[src/rtl/sinc3_pkg.sv]
package sinc3_pkg;

   // accumulator width for an order-N CIC with power-of-two ratio and 1-bit input
   function automatic int cic_acc_width(input int order, input int ratio);
      return order * $clog2(ratio) + 1;
   endfunction

   function automatic bit is_pow2(input int value);
      return (value > 0) && ((value & (value - 1)) == 0);
   endfunction

   typedef enum logic [1:0] {
      HINT_NONE    = 2'd0,
      HINT_ALIGNED = 2'd1,
      HINT_MIDWAY  = 2'd2
   } step_kind_e;

endpackage

[src/rtl/sinc3_integrator_chain.sv]
module sinc3_integrator_chain #(
   parameter int ORDER = 3,
   parameter int ACC_W = 13
) (
   input  logic             clk,
   input  logic             rst,
   input  logic             in_bit,
   output logic [ACC_W-1:0] acc_out
);

   logic [ACC_W-1:0] ext_in;
   assign ext_in = {{(ACC_W-1){1'b0}}, in_bit};

   for (genvar k = 0; k < ORDER; k++) begin : g_stage
      logic [ACC_W-1:0] feed;
      logic [ACC_W-1:0] acc_q;
      if (k == 0) begin : g_head
         assign feed = ext_in;
      end else begin : g_tail
         assign feed = g_stage[k-1].acc_q;
      end
      // wrap-around add: overflow cancels later in the comb differences
      always_ff @(posedge clk) begin
         if (rst) acc_q <= '0;
         else     acc_q <= acc_q + feed;
      end
   end

   assign acc_out = g_stage[ORDER-1].acc_q;

   p_integ_clear_r1: assert property (@(posedge clk) rst |=> (acc_out == '0))
      else $error("integrator not cleared by reset");

endmodule

[src/rtl/sinc3_comb_chain.sv]
module sinc3_comb_chain #(
   parameter int ORDER = 3,
   parameter int ACC_W = 13
) (
   input  logic             clk,
   input  logic             rst,
   input  logic             sample_en,
   input  logic [ACC_W-1:0] din,
   output logic [ACC_W-1:0] dout
);

   for (genvar k = 0; k < ORDER; k++) begin : g_stage
      logic [ACC_W-1:0] feed;
      logic [ACC_W-1:0] dly_q;
      logic [ACC_W-1:0] diff;
      if (k == 0) begin : g_head
         assign feed = din;
      end else begin : g_tail
         assign feed = g_stage[k-1].diff;
      end
      assign diff = feed - dly_q;
      always_ff @(posedge clk) begin
         if (rst)            dly_q <= '0;
         else if (sample_en) dly_q <= feed;
      end
   end

   assign dout = g_stage[ORDER-1].diff;

   // result bounded by ratio^order = 2^(ACC_W-1) despite integrator wrap
   p_comb_range_r10: assert property (@(posedge clk) disable iff (rst)
      (sample_en && dout[ACC_W-1]) |-> (dout[ACC_W-2:0] == '0))
      else $error("comb result out of range");

endmodule

[src/rtl/sinc3_quantize.sv]
module sinc3_quantize #(
   parameter int ACC_W = 13,
   parameter int OUT_W = 12
) (
   input  logic [ACC_W-1:0]        full_in,
   output logic signed [OUT_W-1:0] word_out
);

   localparam int MAG_W  = ACC_W - 1;
   localparam int DROP_W = MAG_W - OUT_W;

   logic [MAG_W-1:0] clipped;
   logic [MAG_W-1:0] centred;

   // only the exact full-scale value sets the top bit; clip it one code down
   assign clipped = full_in[MAG_W] ? {MAG_W{1'b1}} : full_in[MAG_W-1:0];
   // offset binary to two's complement: invert the top bit
   assign centred = {~clipped[MAG_W-1], clipped[MAG_W-2:0]};

   if (DROP_W == 0) begin : g_exact
      assign word_out = centred;
   end else begin : g_trunc
      assign word_out = centred[MAG_W-1 -: OUT_W];
   end

endmodule

[src/rtl/sinc3_settle_tracker.sv]
module sinc3_settle_tracker #(
   parameter int SETTLE_CONV = 3,
   parameter int EXTRA_CONV  = 1
) (
   input  logic clk,
   input  logic rst,
   input  logic tick,
   input  logic step_hint,
   output logic settled
);
   import sinc3_pkg::*;

   localparam int MAX_WAIT = SETTLE_CONV + EXTRA_CONV;
   localparam int NEED_W   = $clog2(MAX_WAIT + 1);

   logic [NEED_W-1:0] need_q;
   step_kind_e        kind;

   always_comb begin
      if (!step_hint) kind = HINT_NONE;
      else if (tick)  kind = HINT_ALIGNED;
      else            kind = HINT_MIDWAY;
   end

   always_ff @(posedge clk) begin
      if (rst) begin
         need_q  <= NEED_W'(SETTLE_CONV);
         settled <= 1'b0;
      end else begin
         case (kind)
            HINT_ALIGNED: begin
               need_q  <= NEED_W'(SETTLE_CONV);
               settled <= 1'b0;
            end
            HINT_MIDWAY: begin
               need_q  <= NEED_W'(MAX_WAIT);
               settled <= 1'b0;
            end
            default: begin
               if (tick) begin
                  if (need_q != '0) need_q <= need_q - 1'b1;
                  settled <= (need_q <= NEED_W'(1));
               end
            end
         endcase
      end
   end

   p_hint_clears_r8: assert property (@(posedge clk) disable iff (rst)
      step_hint |=> !settled)
      else $error("settled survived a step hint");

   p_settled_holds_r9: assert property (@(posedge clk) disable iff (rst)
      (settled && !step_hint) |=> settled)
      else $error("settled dropped without reset or hint");

   p_wait_bound_r7: assert property (@(posedge clk) disable iff (rst)
      need_q <= NEED_W'(MAX_WAIT))
      else $error("settle counter beyond its limit");

endmodule

[src/rtl/sinc3_decimator.sv]
module sinc3_decimator #(
   parameter int DEC_RATIO    = 16,
   parameter int OUT_W        = 12,
   parameter int FILTER_ORDER = 3,
   parameter int EXTRA_CONV   = 1
) (
   input  logic                    clk,
   input  logic                    rst,
   input  logic                    mod_bit,
   input  logic                    step_hint,
   output logic signed [OUT_W-1:0] conv_data,
   output logic                    conv_strobe,
   output logic                    conv_settled
);
   import sinc3_pkg::*;

   localparam int LOG_R = $clog2(DEC_RATIO);
   localparam int ACC_W = cic_acc_width(FILTER_ORDER, DEC_RATIO);

   if (!is_pow2(DEC_RATIO) || DEC_RATIO < 4) begin : g_bad_ratio
      $error("DEC_RATIO must be a power of two of at least 4");
   end
   if (ACC_W - 1 < OUT_W) begin : g_bad_width
      $error("filter gain too small for OUT_W; raise DEC_RATIO");
   end
   if (OUT_W < 2) begin : g_bad_out
      $error("OUT_W must be at least 2");
   end

   logic [LOG_R-1:0]        phase_q;
   logic                    tick;
   logic [ACC_W-1:0]        integ_out;
   logic [ACC_W-1:0]        comb_out;
   logic signed [OUT_W-1:0] word;

   assign tick = (phase_q == LOG_R'(DEC_RATIO - 1));

   always_ff @(posedge clk) begin
      if (rst) phase_q <= '0;
      else     phase_q <= phase_q + 1'b1;
   end

   sinc3_integrator_chain #(.ORDER(FILTER_ORDER), .ACC_W(ACC_W)) u_integ (
      .clk     (clk),
      .rst     (rst),
      .in_bit  (mod_bit),
      .acc_out (integ_out)
   );

   sinc3_comb_chain #(.ORDER(FILTER_ORDER), .ACC_W(ACC_W)) u_comb (
      .clk       (clk),
      .rst       (rst),
      .sample_en (tick),
      .din       (integ_out),
      .dout      (comb_out)
   );

   sinc3_quantize #(.ACC_W(ACC_W), .OUT_W(OUT_W)) u_quant (
      .full_in  (comb_out),
      .word_out (word)
   );

   sinc3_settle_tracker #(.SETTLE_CONV(FILTER_ORDER), .EXTRA_CONV(EXTRA_CONV)) u_settle (
      .clk       (clk),
      .rst       (rst),
      .tick      (tick),
      .step_hint (step_hint),
      .settled   (conv_settled)
   );

   always_ff @(posedge clk) begin
      if (rst) begin
         conv_data   <= '0;
         conv_strobe <= 1'b0;
      end else begin
         conv_strobe <= tick;
         if (tick) conv_data <= word;
      end
   end

   p_reset_clear_r1: assert property (@(posedge clk)
      rst |=> (!conv_strobe && !conv_settled && conv_data == '0))
      else $error("outputs not cleared by reset");

   p_strobe_single_r2: assert property (@(posedge clk) disable iff (rst)
      conv_strobe |=> !conv_strobe)
      else $error("strobe wider than one clock");

   p_data_hold_r3: assert property (@(posedge clk) disable iff (rst)
      !conv_strobe |-> $stable(conv_data))
      else $error("data changed without strobe");

   p_settle_with_strobe_r4: assert property (@(posedge clk) disable iff (rst)
      $rose(conv_settled) |-> conv_strobe)
      else $error("settled rose away from a strobe");

endmodule

[config.mk]
export PLATFORM = sky130hd
export DESIGN_NAME = sinc3_decimator
export DESIGN_NICKNAME = d
export VERILOG_FILES = /design/src/rtl/sinc3_pkg.sv /design/src/rtl/sinc3_integrator_chain.sv /design/src/rtl/sinc3_comb_chain.sv /design/src/rtl/sinc3_quantize.sv /design/src/rtl/sinc3_settle_tracker.sv /design/src/rtl/sinc3_decimator.sv
export SDC_FILE = /design/constraint.sdc
export NUM_CORES = 1
export LEC_CHECK = 0
export BUFFER_PORTS_ARGS = -buffer_cell sky130_fd_sc_hd__buf_4
export CORE_ASPECT_RATIO = 0.75
export CORE_MARGIN = 2
export CORE_UTILIZATION = 55
export DETAILED_ROUTE_END_ITERATION = 10
export GPL_ROUTABILITY_DRIVEN = 0
export GPL_TIMING_DRIVEN = 1
export PLACE_DENSITY = 0.72
export SLEW_MARGIN = 20
export SYNTH_ARGS = -nofsm -noshare
export SYNTH_HDL_FRONTEND = slang
export SYNTH_HIERARCHICAL = 1
export SYNTH_SLANG_ARGS = --single-unit
[constraint.sdc]
create_clock -name clk -period 6.45 [get_ports clk]
set_clock_uncertainty 0.1 [all_clocks]
set_input_delay 0.3225 -clock clk [delete_from_list [all_inputs] [get_ports clk]]
set_output_delay 0.3225 -clock clk [all_outputs]
set_load 0.05 [all_outputs]
### Yosys cells after proc, flatten, opt, wreduce, memory -nomap -nowiden

Cells that the tools add are included.

| storage, ports and cells | value |
|---|---|
| flip-flop bits (word level) | 99 |
| input bits | 4 |
| output and inout port bits | 14 |
| logic and storage cells | 35 |

| operators by class | value |
|---|---|
| $add $sub $neg | 8 |
| magnitude comparators | 1 |
| equal/unequal tests | 3 |
| multiplexer cells | 6 |
| bitwise logic cells | 1 |
| reductions and logical operators | 5 |

Operator list:

| kind | number |
|---|---|
| 13-bit subtractor | 3 |
| 13-bit adder | 2 |
| 13-bit by 1-bit adder with 13-bit output | 1 |
| 12-bit two-way mux | 1 |
| 3-bit nonzero test | 3 |
| 3-bit two-way mux | 2 |
| 3-bit case mux with 2 select lines | 1 |
| 4-bit by 1-bit adder with 4-bit output, second input constant | 1 |
| 4-bit equality test, second input constant | 1 |
| 2-bit two-way mux | 2 |
| 3-bit by 1-bit <= comparator with 1-bit output, second input constant | 1 |
| 3-bit OR reduction | 1 |
| 3-bit by 1-bit subtractor with 3-bit output, second input constant | 1 |
| 2-bit by 1-bit equality test with 1-bit output, second input constant | 1 |
| 2-bit equality test, second input constant | 1 |
| 2-bit AND reduction | 1 |
| 1-bit inverter | 1 |

### Depth between registers and ports, before layout

| depth | value |
|---|---|
| word-level depth | 6 |
| mapped depth | 25 |
| mapped depth without buffers | 24 |

### By module

The synthesis kept the hierarchy.

By module, submodules not included:

| module | times used | cells an instance | area each (µm²) |
|---|---|---|---|
| sinc3_comb_chain | 1 | 389 | 3136.8 |
| sinc3_integrator_chain | 1 | 243 | 2190.9 |
| sinc3_decimator | 1 | 69 | 726.9 |
| sinc3_settle_tracker | 1 | 28 | 267.8 |
| sinc3_quantize | 1 | 13 | 83.8 |

### Least setup slack after synthesis

Ideal clock, no wire load.

| path | value |
|---|---|
| path type | reg2reg |
| start point | register u_integ.g_stage[2].acc_q[0] (netlist: u_integ/acc_out[0]) |
| end point | register conv_data[4] |
| library setup time | 0.119 ns |
| arrival | 4.657 ns |
| path slack | 1.574 ns |
| cell stages (with the launch flop) | 24 |
| buffers on the path | 1 |
| period minus slack after synthesis | 4.876 ns |
| cell sequence | dfxtp_1 > inv_1 > ha_1 > fa_1 > nand2b_1 > a21oi_1 > a21o_1 > a21oi_1 > xnor2_1 > ha_1 > or4_1 > o21a_1 > a31oi_1 > xnor2_1 > ha_1 > nor2_1 > a21oi_1 > o41ai_4 > mux2_2 > xnor3_1 > buf_6 > or2_1 > nand2b_1 > mux2i_1 |

| on the way | value |
|---|---|
| longest elaborated chain between the ends | 4 |

Ends and longest elaborated chain:

| what | line | RTL |
|---|---|---|
| start: declaration | sinc3_integrator_chain.sv:16 | `logic [ACC_W-1:0] acc_q;` |
| start signal: assignment | sinc3_integrator_chain.sv:25 | `else acc_q <= acc_q + feed;` |
| 13-bit subtractor | sinc3_comb_chain.sv:21 | `assign diff = feed - dly_q;` |
| net u_comb.g_stage[0].diff[6] | sinc3_comb_chain.sv:15 | `logic [ACC_W-1:0] diff;` |
| 13-bit subtractor | sinc3_comb_chain.sv:21 |  |
| net u_comb.g_stage[1].diff[9] | sinc3_comb_chain.sv:15 |  |
| 13-bit subtractor | sinc3_comb_chain.sv:21 |  |
| net comb_out[12] | sinc3_decimator.sv:33 | `logic [ACC_W-1:0] comb_out;` |
| 12-bit two-way mux | sinc3_quantize.sv:16 | `assign clipped = full_in[MAG_W] ? {MAG_W{1'b1}} : full_in[MAG_W-1:0];` |
| net word[4] | sinc3_decimator.sv:34 | `logic signed [OUT_W-1:0] word;` |
| end signal: assignment | sinc3_decimator.sv:77 | `if (tick) conv_data <= word;` |
| end: declaration | sinc3_decimator.sv:11 | `output logic signed [OUT_W-1:0] conv_data,` |

The timed path passes the listed nets, and every way through them passes these cells.
A chain may end at the register's enable or synchronous reset.

### Worst setup path in the final report

| path | value |
|---|---|
| start point | register u_integ.g_stage[2].acc_q[0] (netlist: u_integ/acc_out[0]) |
| end point | register conv_data[9] |

Same word-level chain as after synthesis.

==> flow_summary.json <==
{
  "status": "completed",
  "die_area_mm2": 0.0125,
  "critPathCaptureType": "flip-flop",
  "numCtsBuffers": 9,
  "drv_slew": 0,
  "reg2regPathDepth": 22,
  "area_growth_syn_to_layout_pct": 7.52,
  "die_w_um": 129,
  "cts_tree": "yes",
  "synth.distinct_cells": 66,
  "placementRows": 34,
  "yosysWarnings": 6,
  "mostFrequentLayoutCell": "dfxtp_1",
  "diodes": 0,
  "slew_headroom_pct": 38.4,
  "finalSetupViolCount": 0,
  "core-area_mm2": 0.0115,
  "finalPower_mw": 2.68,
  "rsz0062_at_grt": "no",
  "worst_pin_slew_ns": 0.924,
  "layout_min_cycle_time_ns": 5.43,
  "grt_max_degree": 69,
  "vias_per_cell": 5.57,
  "post-route-period-util_pct": 84.2,
  "hpwl_mm": 8.98,
  "syn_area_per_cell_um2": 8.63,
  "cts_sinks": 99,
  "numPortBuffers": 17,
  "synthArstFlopShare_pct": 0,
  "synth_nets": 817,
  "grt_pass1_vias": 4611,
  "yosysSeqAreaShare_pct": 30.9,
  "final_antenna_net_count": 0,
  "crit_path_max_fanout": 12,
  "hp-class": "in2reg",
  "postCtsSetupBuffers": 0,
  "antenna_found_initial": 0,
  "drc": 0,
  "clk_latency_ns": 0.34,
  "ios": 18,
  "tns_ns": 0,
  "grt_use_total_pct": 20.9,
  "startpoint_type": "flip-flop",
  "start_util_pct": 55.8,
  "arrival_ns": 5.53,
  "clock.fmax_ghz": 0.184,
  "critPathRequiredTime_ns": 6.54,
  "whs_path_depth": 2,
  "yosysTopAreaCell": "dfxtp_1",
  "via_count": 5013,
  "worstHoldStart": "step_hint",
  "cts.repair.resized": 0,
  "dr.pass1.iters": 5,
  "reg2reg_slack_ns": 1.02,
  "grt-ovfl-total": 0,
  "h-tree-depth": 3,
  "synth_edf_count": 0,
  "startpoint": "u_integ/acc_out[0]",
  "drt_iter0_markers": 218,
  "cts_hold_buf": 0,
  "final_cell_mix": "99 x dfxtp_1, 97 x nor2_1, 66 x ha_1",
  "nNetsFinal": 826,
  "hold_viol_final": 0,
  "nFillCells": 983,
  "wirelength_mm": 12.5,
  "synth_top_area_share_pct": 30.9,
  "max_cap_violations": 0,
  "grt_pass1_wl_mm": 21.5,
  "clk_pin_slew_ns": 0.07,
  "leakagePower_nw": 2.78,
  "syn-cell-area_mm2": 0.00641,
  "reg2reg_from": "u_integ/acc_out[0]",
  "post_drt_wl_per_cell_um": 13.9,
  "die_y_um": 97.5,
  "max-vdd-ir-drop_mv": 0.308,
  "cts-root-buf": "clkbuf_16",
  "drive_gt1_share_pct": 6.75,
  "crit_type": "reg2reg",
  "syn_inst": 742,
  "synthFlopType": "dfxtp_1",
  "hold_end": "u_settle/settled",
  "yosys-top-cells-area": "dfxtp_1 31%, ha_1 13%, mux2i_1 5.8%",
  "clockBufferDepth": 2,
  "synth_seq_cells": 99,
  "r2r_end": "conv_data[9]",
  "power_density_mw_per_mm2": 389
}
## through the flow
stage / hold slack (ns) / utilization (%) / std cells / worst slack [ns] / area, um^2
floorplan: 0.295 / - / 742 / 1.57 / 6410
global placement: 0.328 / 57.6 / 884 / 1.28 / 6620
CTS: 0.0952 / 60.0 / 900 / 1.06 / 6890
finish: 0.104 / 60.0 / 900 / 1.02 / 6890
global route: 0.106 / 60.0 / 900 / 0.732 / 6890
detailed placement: 0.342 / 57.6 / 884 / 1.11 / 6620
## state kept, by name, summed over array words and instances (netlist names)
register / cells
u_integ/g_stage.acc_q: 26
u_settle/settled: 1
u_settle/need_q: 3
conv_strobe: 1
phase_q: 4
u_integ/acc_out: 13
conv_data: 12
u_comb/g_stage.dly_q: 39
## worst max path at each step
stage	slack, ns	to	depth (start not counted)
floorplan	1.57	conv_data[4]	23
global placement	1.28	conv_data[0]	22
detailed placement	1.11	conv_data[9]	22
CTS	1.06	conv_data[9]	22
global route	0.73	conv_data[9]	22
finish	1.02	conv_data[9]	22
## cell type report
cell class / count / area (um^2) / area share (%)
multi-input combinational: 567 / 4110 / 59.6
clock buffer: 10 / 229 / 3.32
tap: 144 / 180 / 2.62
clock inverter: 6 / 40.0 / 0.581
sequential: 99 / 1980 / 28.8
inverter: 55 / 206 / 3.00
timing repair buffer: 19 / 143 / 2.07
## where the power goes
group          switching [mW]  total, mW  internal [mW]  leakage, nW
logic                   0.847       1.55          0.699         1.84
registers              0.0106      0.632          0.621        0.800
clock network           0.237      0.500          0.263        0.133
## Yosys cell counts, types with 3 or more instances
cell type and instances:
dfxtp_1 99, nor2_1 97, ha_1 66, inv_1 55
a21oi_1 37, mux2i_1 37, nand2_1 32, nand2b_1 29
xnor2_1 29, xor2_1 24, nor2b_1 16, o21ai_0 16
clkbuf_1 15, nand3_1 15, nor3_1 15, a21o_1 14
o21a_1 13, or2_1 11, a211oi_1 9, nand4_1 8
o21bai_1 8, and3_1 6, o21ai_1 6, or3_1 6
a31oi_1 5, fa_1 5, a21boi_1 4, nor4_1 4
o211ai_1 4, a31o_1 3, nand3b_1 3, o311ai_1 3
o31ai_1 3
## critical path, stage by stage (launching register included)
cell and delay, ns:
dfxtp_1 0.36, inv_1 0.05, ha_1 0.22, fa_1 0.40, nand2b_1 0.20, a21oi_1 0.22
a21o_1 0.15, a21oi_1 0.07, xnor2_1 0.15, ha_1 0.24, or4_1 0.40, o21a_1 0.24
a31oi_1 0.21, xnor2_1 0.17, ha_1 0.36, nor2_1 0.07, a21oi_1 0.27, o41ai_4 0.16
mux2_2 0.32, xnor3_1 0.50, or2_1 0.29, nand2b_1 0.07, mux2i_1 0.07
## layer usage
layer	global-route usage [%]	share of wire [%]
met2	29.9	40
met3	5.56	5.1
met5	0	0
met4	4.77	0.87
met1	31.3	54
## logic make-up after synthesis
logic type / synth area share, %
flip-flops: 30.9
buffers and inverters: 4.96
XOR/XNOR: 7.60
adder cells (fa/ha/maj): 14.5
AND/OR/NAND/NOR: 19.6
multiplexers: 6.13
AO/OA/AOI/OAI: 16.3
No activity file was read; power rests on OpenSTA's default activity.
